File: config.mk
export PLATFORM = sky130hd
export DESIGN_NAME = pci_write_combiner
export DESIGN_NICKNAME = d
export VERILOG_FILES = /design/src/rtl/pci_wc_pkg.sv /design/src/rtl/pci_wc_store.sv /design/src/rtl/pci_wc_timer.sv /design/src/rtl/pci_wc_join.sv /design/src/rtl/pci_write_combiner.sv
export SDC_FILE = /design/constraint.sdc
export NUM_CORES = 1
export LEC_CHECK = 0
export BUFFER_PORTS_ARGS = -buffer_cell sky130_fd_sc_hd__buf_2
export CORE_ASPECT_RATIO = 0.9
export CORE_MARGIN = 10
export CORE_UTILIZATION = 45
export CTS_BUF_LIST = sky130_fd_sc_hd__clkbuf_8
export DETAILED_ROUTE_END_ITERATION = 12
export PLACE_DENSITY = 0.63
export SLEW_MARGIN = 20
export SYNTH_ARGS = -nofsm -noshare
export SYNTH_HDL_FRONTEND = slang
export SYNTH_SLANG_ARGS = --single-unit
File: constraint.sdc
create_clock -name clk -period 11.59 [get_ports clk]
set_input_delay 1.159 -clock clk [delete_from_list [all_inputs] [get_ports clk]]
set_output_delay 1.159 -clock clk [all_outputs]
set_load 0.02 [all_outputs]
File: src/rtl/pci_wc_pkg.sv
package pci_wc_pkg;
    localparam logic [3:0] CMD_MEM_WR     = 4'b0111;
    localparam logic [3:0] CMD_MEM_WR_INV = 4'b1111;

    typedef enum logic [1:0] {
        ST_EMPTY,
        ST_GATHER,
        ST_ISSUE
    } wc_state_t;

    function automatic logic cmd_mergeable(input logic [3:0] c);
        return (c == CMD_MEM_WR) || (c == CMD_MEM_WR_INV);
    endfunction
endpackage

File: src/rtl/pci_wc_store.sv
module pci_wc_store #(
    parameter int DEPTH = 8,
    parameter int DW    = 32,
    parameter int IDXW  = 3
) (
    input  logic               clk,
    input  logic               wr_en,
    input  logic [IDXW-1:0]    wr_idx,
    input  logic [DW-1:0]      wr_data,
    input  logic [DW/8-1:0]    wr_be,
    input  logic [IDXW-1:0]    rd_idx,
    output logic [DW-1:0]      rd_data,
    output logic [DW/8-1:0]    rd_be
);
    logic [DW-1:0]   data_q [DEPTH];
    logic [DW/8-1:0] be_q   [DEPTH];

    for (genvar g = 0; g < DEPTH; g++) begin : g_slot
        always_ff @(posedge clk) begin
            if (wr_en && (wr_idx == IDXW'(g))) begin
                data_q[g] <= wr_data;
                be_q[g]   <= wr_be;
            end
        end
    end

    assign rd_data = data_q[rd_idx];
    assign rd_be   = be_q[rd_idx];
endmodule

File: src/rtl/pci_wc_timer.sv
module pci_wc_timer #(
    parameter int LIMIT = 16,
    localparam int CW   = $clog2(LIMIT + 1)
) (
    input  logic clk,
    input  logic rst_n,
    input  logic clear,
    input  logic tick,
    output logic expired
);
    logic [CW-1:0] cnt;

    assign expired = (cnt == CW'(LIMIT));

    always_ff @(posedge clk) begin
        if (!rst_n || clear) begin
            cnt <= '0;
        end else if (tick && !expired) begin
            cnt <= cnt + CW'(1);
        end
    end
endmodule

File: src/rtl/pci_wc_join.sv
module pci_wc_join
    import pci_wc_pkg::*;
#(
    parameter int AW = 32
) (
    input  logic [3:0]    in_cmd,
    input  logic [3:0]    cur_cmd,
    input  logic [AW-1:0] in_addr,
    input  logic [AW-1:0] next_addr,
    output logic          join_ok
);
    assign join_ok = cmd_mergeable(in_cmd) && (in_cmd == cur_cmd)
                   && (in_addr == next_addr);
endmodule

File: src/rtl/pci_write_combiner.sv
module pci_write_combiner
    import pci_wc_pkg::*;
#(
    parameter int DEPTH      = 8,
    parameter int AW         = 32,
    parameter int DW         = 32,
    parameter int IDLE_LIMIT = 16,
    localparam int BEW       = DW / 8,
    localparam int CNTW      = $clog2(DEPTH + 1),
    localparam int IDXW      = (DEPTH > 1) ? $clog2(DEPTH) : 1
) (
    input  logic            clk,
    input  logic            rst_n,
    input  logic            in_valid,
    output logic            in_ready,
    input  logic [3:0]      in_cmd,
    input  logic [AW-1:0]   in_addr,
    input  logic [DW-1:0]   in_data,
    input  logic [BEW-1:0]  in_be,
    input  logic            in_barrier,
    output logic            out_valid,
    input  logic            out_ready,
    output logic [AW-1:0]   out_addr,
    output logic [3:0]      out_cmd,
    output logic [CNTW-1:0] out_count,
    output logic [DW-1:0]   out_data,
    output logic [BEW-1:0]  out_be,
    output logic            out_last
);
    wc_state_t       state, state_nxt;
    logic [CNTW-1:0] fill, rd;
    logic [AW-1:0]   base;
    logic [3:0]      cmd;
    logic [AW-1:0]   next_addr;
    logic            join_ok, expired, accept, last_beat;

    assign next_addr = base + AW'(32'(fill) * BEW);
    assign accept    = in_valid && in_ready;
    assign last_beat = (rd == fill - CNTW'(1));

    pci_wc_join #(.AW(AW)) u_join (
        .in_cmd   (in_cmd),
        .cur_cmd  (cmd),
        .in_addr  (in_addr),
        .next_addr(next_addr),
        .join_ok  (join_ok)
    );

    pci_wc_timer #(.LIMIT(IDLE_LIMIT)) u_timer (
        .clk    (clk),
        .rst_n  (rst_n),
        .clear  ((state != ST_GATHER) || accept),
        .tick   ((state == ST_GATHER) && !in_valid),
        .expired(expired)
    );

    pci_wc_store #(.DEPTH(DEPTH), .DW(DW), .IDXW(IDXW)) u_store (
        .clk    (clk),
        .wr_en  (accept),
        .wr_idx ((state == ST_EMPTY) ? '0 : fill[IDXW-1:0]),
        .wr_data(in_data),
        .wr_be  (in_be),
        .rd_idx (rd[IDXW-1:0]),
        .rd_data(out_data),
        .rd_be  (out_be)
    );

    // Transition and handshake decode
    always_comb begin
        state_nxt = state;
        in_ready  = 1'b0;
        unique case (state)
            ST_EMPTY: begin
                in_ready = 1'b1;
                if (in_valid) begin
                    state_nxt = (cmd_mergeable(in_cmd) && DEPTH > 1)
                              ? ST_GATHER : ST_ISSUE;
                end
            end
            ST_GATHER: begin
                in_ready = join_ok && !in_barrier && !expired;
                if (in_valid && in_ready) begin
                    if (fill == CNTW'(DEPTH - 1)) state_nxt = ST_ISSUE;
                end else if (in_valid || in_barrier || expired) begin
                    state_nxt = ST_ISSUE;
                end
            end
            ST_ISSUE: begin
                if (out_ready && last_beat) state_nxt = ST_EMPTY;
            end
        endcase
    end

    always_ff @(posedge clk) begin
        if (!rst_n) state <= ST_EMPTY;
        else        state <= state_nxt;
    end

    always_ff @(posedge clk) begin
        if (!rst_n) begin
            fill <= '0;
            rd   <= '0;
            base <= '0;
            cmd  <= '0;
        end else begin
            if (accept && state == ST_EMPTY) begin
                base <= in_addr;
                cmd  <= in_cmd;
                fill <= CNTW'(1);
            end else if (accept) begin
                fill <= fill + CNTW'(1);
            end
            if (state == ST_ISSUE && out_ready) begin
                rd <= last_beat ? '0 : rd + CNTW'(1);
            end
        end
    end

    assign out_valid = (state == ST_ISSUE);
    assign out_addr  = base;
    assign out_cmd   = cmd;
    assign out_count = fill;
    assign out_last  = (state == ST_ISSUE) && last_beat;
endmodule

# After elaboration in Yosys (flattened, before gate mapping)
# Memories as Yosys holds them, arrays and structs flattened. A register that Yosys moved wholly into a read port is not among the register bits.
# Index checks and enable logic that the tools add are counted.
[word_totals]
regBits = 51
ram_bits = 288
out_inout_bits = 79
wordCells = 158
mem_count = 2
[mem_list]
columns = ["memory", "depth", "word_bits", "read_ports", "rd_clocked_by_memory_dff", "wr", "line_no", "rtl"]
rows = [
  ["u_store.data_q", 8, 32, 1, 1, 1, "pci_wc_store.sv:15", "logic [DW-1:0] data_q [DEPTH];"],
  ["u_store.be_q", 8, 4, 1, 1, 1, "pci_wc_store.sv:16", "logic [DW/8-1:0] be_q [DEPTH];"],
]
[op_classes]
n_addsub = 5
eq_ne = 21
n_mux = 74
n_bitwise = 1
n_reduce_logical = 48
[ops]
columns = ["operator", "n"]
rows = [
  ["$mux 32", 7],
  ["$reduce_or 32->1", 7],
  ["$mux 3", 19],
  ["$add 32x6->32", 1],
  ["$eq 32x32->1", 1],
  ["$mux 1", 32],
  ["$mux 4", 8],
  ["$reduce_or 4->1", 7],
  ["$logic_and 1x1->1", 20],
  ["$eq 3x3->1 const B", 4],
  ["$mux 2", 6],
  ["$add 4x1->4 const B", 2],
  ["$eq 4x3->1 const B", 2],
  ["$eq 4x4->1", 2],
  ["$eq 3x2->1 const B", 2],
  ["$pmux 2 s3", 1],
  ["$add 5x1->5 const B", 1],
  ["$eq 5x5->1 const B", 1],
  ["$logic_or 1x1->1", 5],
  ["$eq 4x4->1 const B", 1],
  ["$logic_not 1->1", 4],
  ["$ne 2x1->1 const B", 2],
  ["$reduce_and 4->1", 1],
  ["$sub 4x1->4 const B", 1],
  ["12 further kinds", 12],
]

# Logic depth before layout (Yosys ltp)
[logic_depth]
word_depth = 19
ltp_mapped = 12
depth_no_buf = 10

# Cells and area by module
# From an unflattened synthesis, not the netlist that was laid out.
[hier_totals]
cells_unflattened = 854
hier_area_um2 = 14515.2
[by_module_without_submodules]
columns = ["mod", "n_inst", "cells_each", "area_per_inst_um2"]
rows = [
  ["pci_wc_store", 1, 429, 11141.9],
  ["pci_write_combiner", 1, 349, 2720.1],
  ["pci_wc_join", 1, 47, 377.9],
  ["pci_wc_timer", 1, 29, 275.3],
]

# Least setup slack after synthesis
# OpenSTA, ideal clock, no wires.
[synth_timing]
kind = "input to register"
startpoint = "input port in_addr[15]"
endpoint = "memory u_store.be_q[4][0] (netlist name), enable pin"
setup_ns = 0.519
t_arrival_ns = 6.327
required_ns = 11.071
setup_slack_ns = 4.744
path_stages = 8
n_path_buf = 0
cell_sequence = "xor2_1 -> xnor2_1 -> or3_1 -> a21oi_1 -> nor2_1 -> a2111oi_0 -> nand3_1 -> nor4_1"
[synth_between]
elab_chain_len = 17
[synth_lines]
columns = ["item", "line_no", "rtl"]
rows = [
  ["from (decl)", "pci_write_combiner.sv:17", "input logic [AW-1:0] in_addr,"],
  ["$eq 32x32->1 (*)", "pci_wc_join.sv:13", "&& (in_addr == next_addr);"],
  ["$logic_and 1x1->1 (*)", "pci_wc_join.sv:13", ""],
  ["$logic_and 1x1->1 (*) (2 in series)", "pci_write_combiner.sv:81", "in_ready = join_ok && !in_barrier && !expired;"],
  ["$pmux 1 s2 (*)", "pci_write_combiner.sv:72", "unique case (state)"],
  ["$logic_and 1x1->1 (*)", "pci_write_combiner.sv:38", "assign accept = in_valid && in_ready;"],
  ["$logic_and 1x1->1", "pci_wc_store.sv:20", "if (wr_en && (wr_idx == IDXW'(g))) begin"],
  ["$mux 1", "pci_wc_store.sv:20", ""],
  ["$mux 1 (implied by the code)", "pci_wc_store.sv:22", "be_q[g] <= wr_be;"],
  ["$reduce_or 4->1 (no line)", "-", ""],
  ["$mux 3 (no line) / $mux 1 (equally long branches) (7 in series)", "-", ""],
  ["to (decl)", "pci_wc_store.sv:16", ""],
]
# Every way passes the cells marked *; elsewhere a longest branch is shown, timed or not.

# Worst setup path after layout
[layout_timing]
startpoint = "register fill[0] (netlist: out_count[0])"
endpoint = "output port in_ready"
[layout_between]
elab_chain_len = 6
[layout_lines]
columns = ["item", "line_no", "rtl"]
rows = [
  ["from (decl)", "pci_write_combiner.sv:31", "logic [CNTW-1:0] fill, rd;"],
  ["from (signal assigned)", "pci_write_combiner.sv:111", "fill <= fill + CNTW'(1);"],
  ["$add 32x6->32", "pci_write_combiner.sv:37", "assign next_addr = base + AW'(32'(fill) * BEW);"],
  ["$eq 32x32->1", "pci_wc_join.sv:13", ""],
  ["$logic_and 1x1->1", "pci_wc_join.sv:13", ""],
  ["$logic_and 1x1->1 (2 in series)", "pci_write_combiner.sv:81", ""],
  ["$pmux 1 s2", "pci_write_combiner.sv:72", ""],
  ["to (decl)", "pci_write_combiner.sv:15", "output logic in_ready,"],
]
# Every way passes these cells.

==> metrics.md <==
| Metric | Value |
|---|---|
| Die ar. | `40280 um^2` |
| Max Slew Vio Count | `0` |
| Minimum clock period | `between 5 and 6 ns` |
| Cts bufs inserted | `54` |
| Initial antenna violation count | `4` |
| Footprint of the multi-input gates | `around 4700 um^2` |
| Area contributors post-synth | `edfxtp_1, mux4_2, dfxtp_1` |
| ANT nets after route | `0` |
| Routed WL | `between 30000 and 40000 um` |
| FF-to-FF End | `u_store.data_q[2][21]` |
| Commonest cells in the netlist | `edfxtp_1, nand2_1, mux4_2` |
| Final Skew | `between 0.02 and 0.025 ns` |
| HP Class | `reg -> reg` |
| Core area | `32040 um^2` |
| Routed vias/inst | `5.510` |
| Worst-path fanout max | `12` |
| Fin crit share | `roughly half` |
| WL per Instance | `20.99 um` |
| Synth warn | `0` |
| Max Cap Viol | `0` |
| Synth top area share | `58.88%` |
| Top Ports | `~160` |
| Clk slew on worst S/H paths | `roughly 0.060 ns` |
| Main combinational cell family by area after synthesis | `multiplexers` |
| RSZ-0062 raised after global routing | `false` |
| RR Startpoint | `out_count[0]` |
| First-pass GRT wire length | `51650 um` |
| Later-pin clock latency in the skew report | `0.61 ns` |
| CP startpoint kind | `flop` |
| Number of global-route vias before repair | `between 9000 and 10000` |
| Iteration-0 DRC count of the detailed router | `~540` |
| Placer congestion estimate | `just under 0.8` |
| Vias | `about 8600` |
| Initial core utilization | `45.84%` |
| CTS Root Cell | `clkbuf_8` |
| Ys flop type | `edfxtp_1` |
| Share of cells above drive strength 1 | `roughly a third` |
| Die height | `between 150 and 200 um` |
| Post-synthesis compound-gate area fraction | `under 10%` |
| Drt pass-1 iters | `5` |
| Power per cell area | `approximately 170 nW/um^2` |
| Slew Limit Headroom | `between 20 and 30%` |
| Register area | `about 10000 um^2` |
| Leakage | `approximately 5.7 nW` |
| Final Hold Viols | `0` |
| Worst min-delay path startpoint | `out_cmd[2]` |
| Synthesized area | `~15000 um^2` |
| PostCTS Resize Cnt | `0` |
| Reg-to-reg slack, setup | `approximately 6.3 ns` |
| Leading area contributor after synthesis | `edfxtp_1` |
| Design Area, Final | `16900 um^2` |
| Mux contribution to synthesized area | `about 14%` |
| Setup TNS | `0 ns` |
| Htree depth | `2` |
| Unique masters post-synth | `70` |
| WHS Path Cells | `2` |
| Place WS | `6.200 ns` |
| Area grow syn2layout | `15.08%` |
| Clk sinks | `between 300 and 400` |
| Area after DPL | `around 16000 um^2` |
| Synth Area in Adders | `between 1 and 1.5%` |
| Syn nets | `1018` |
| Die Wd | `between 200 and 250 um` |
| Seq/Total Area, Yosys | `66.24%` |
| Fraction of registers with async set/reset | `0%` |
| Xor-xnor portion of the synthesized cell area | `2.922%` |
| Hold Path End | `out_cmd[2]` |
| Largest net degree at the start of global routing | `73` |
| GRT Total Usage | `between 10% and 20%` |
| CP endpoint kind | `primary output` |
| Mean area per synthesized cell | `15.83 um^2` |
| Final setup margin | `5.912 ns` |
| CTS Hold Bufs | `0` |
| Final net count | `about 1200` |
| Run status | `finished clean` |
| CTS max path bufs | `3` |
| Count of input and output buffers | `around 160` |
| TritonCTS clock tree | `built` |
| Critical Path AT | `4.52 ns` |
| Maximum vdd drop | `~0.00009 V` |
| FF+latch count, synth | `342` |
| Placed insts | `around 1500` |
| Post-synth EDFFs | `between 200 and 300` |
| Gr ovfl total | `0` |
| Peak Freq | `around 180 MHz` |
| Setup repair bufs after CTS | `0` |
| Worst Path Class, Setup | `reg -> out` |
| Fillers | `about 2700` |
| Simple-gate share of the synthesized area | `under 10%` |
| Req. time, crit path | `between 10 and 15 ns` |
| Cell Count, Final, Fillers Out | `between 1500 and 2000` |
| Most common cell in the netlist | `edfxtp_1` |
| Detailed placement HPWL | `about 20000 um` |
| Setup violations, final | `0` |
| DRC violations left | `0` |
| Worst reg-to-reg path cell count | `11` |
| Slew @ Worst Pin | `~1.1 ns` |
| Core Rows | `62` |
| Cells after Synth | `slightly above 900` |
| Total design power | `2.840 mW` |
==> power by group <==
group / internal (mW) / switching [mW] / total [mW]
Sequential: 1.38 / 0.0479 / 1.43
Combinational: 0.208 / 0.284 / 0.493
Clock: 0.450 / 0.468 / 0.917
==> cell usage in the layout (no fill, tap or decap), types with 4 or more instances in the layout <==
| master | count |
|---|---|
| and3_1 | 5 |
| clkinv_2 | 12 |
| o21ai_0 | 6 |
| nor3_2 | 6 |
| mux2i_1 | 5 |
| buf_2 | 155 |
| nand4_1 | 19 |
| dfxtp_1 | 51 |
| xor2_1 | 18 |
| clkbuf_8 | 55 |
| nand2_1 | 109 |
| mux4_2 | 72 |
| nor2_1 | 17 |
| inv_1 | 29 |
| a21o_1 | 4 |
| buf_4 | 13 |
| and4_1 | 7 |
| mux2_2 | 37 |
| and2_1 | 6 |
| o211ai_1 | 4 |
| ha_1 | 12 |
| or3_1 | 5 |
| a21boi_0 | 38 |
| edfxtp_1 | 288 |
| nor3_1 | 19 |
| a211oi_1 | 5 |
| nor4_1 | 6 |
| xnor2_1 | 31 |
| nand3_1 | 22 |
| a21oi_1 | 13 |
| clkinv_1 | 15 |
==> critical path, stage by stage, from the launching register on <==
cell and delay [ns]:
dfxtp_1 0.61, ha_1 0.33, fa_1 0.28, a211o_1 0.21
and4_1 0.35, nand4_1 0.12, o31ai_1 0.39, nand3_1 0.11
a2111oi_0 0.57, nand3_1 0.49, nand2_1 0.26, buf_2 0.20
==> registers in the layout, summed over array words and instances, names as in the netlist, named ones only <==
register,count
out_count,4
u_store.data_q,256
rd,4
u_timer.cnt,5
state,2
u_store.be_q,32
out_addr,32
out_cmd,4
==> layout make-up <==
class	count	area share, %
antenna	1	0.01480
clock buffer	55	4.478
clock inverter	46	1.355
inverter	13	0.2887
multi-input combinational	524	27.94
sequential	342	57.61
tap	416	3.079
timing repair buffer	169	5.234
==> layer usage <==
layer | global-route usage (%) | share of wire (%) | vias up
li1 | - | - | 3996
met1 | 21.15 | 44 | 4322
met2 | 26.75 | 48 | 252
met3 | 4.371 | 7.0 | 53
met4 | 4.620 | 1.7 | 6
met5 | 0 | 0.10 | -
==> worst max-delay path by stage <==
stage	to	slack [ns]	start
6_report	in_ready	5.91	out_count[0]
5_1_grt	in_ready	5.46	out_count[0]
4_1_cts	in_ready	5.89	out_count[0]
3_5_place_dp	u_store.data_q[2][15]	6.20	in_addr[15]
3_3_place_gp	u_store.data_q[2][19]	6.23	in_addr[15]
2_1_floorplan	u_store.be_q[4][0]	4.74	in_addr[15]
==> cell families after synthesis <==
kind of cell    count (synthesis)
mux                           114
compound gates                101
fa+ha+maj                      13
buf+inv                        62
flops                         342
xor+xnor                       49
simple gates                  247
==> metrics by stage <==
stage	util [%]	hold WS, ns
floorplan	-	0.4548
global placement	49.66	0.4703
detailed placement	49.66	0.4777
CTS	52.74	0.4870
global route	52.75	0.5098
finish	52.76	0.4845
Power figures use the tool's default switching activity.
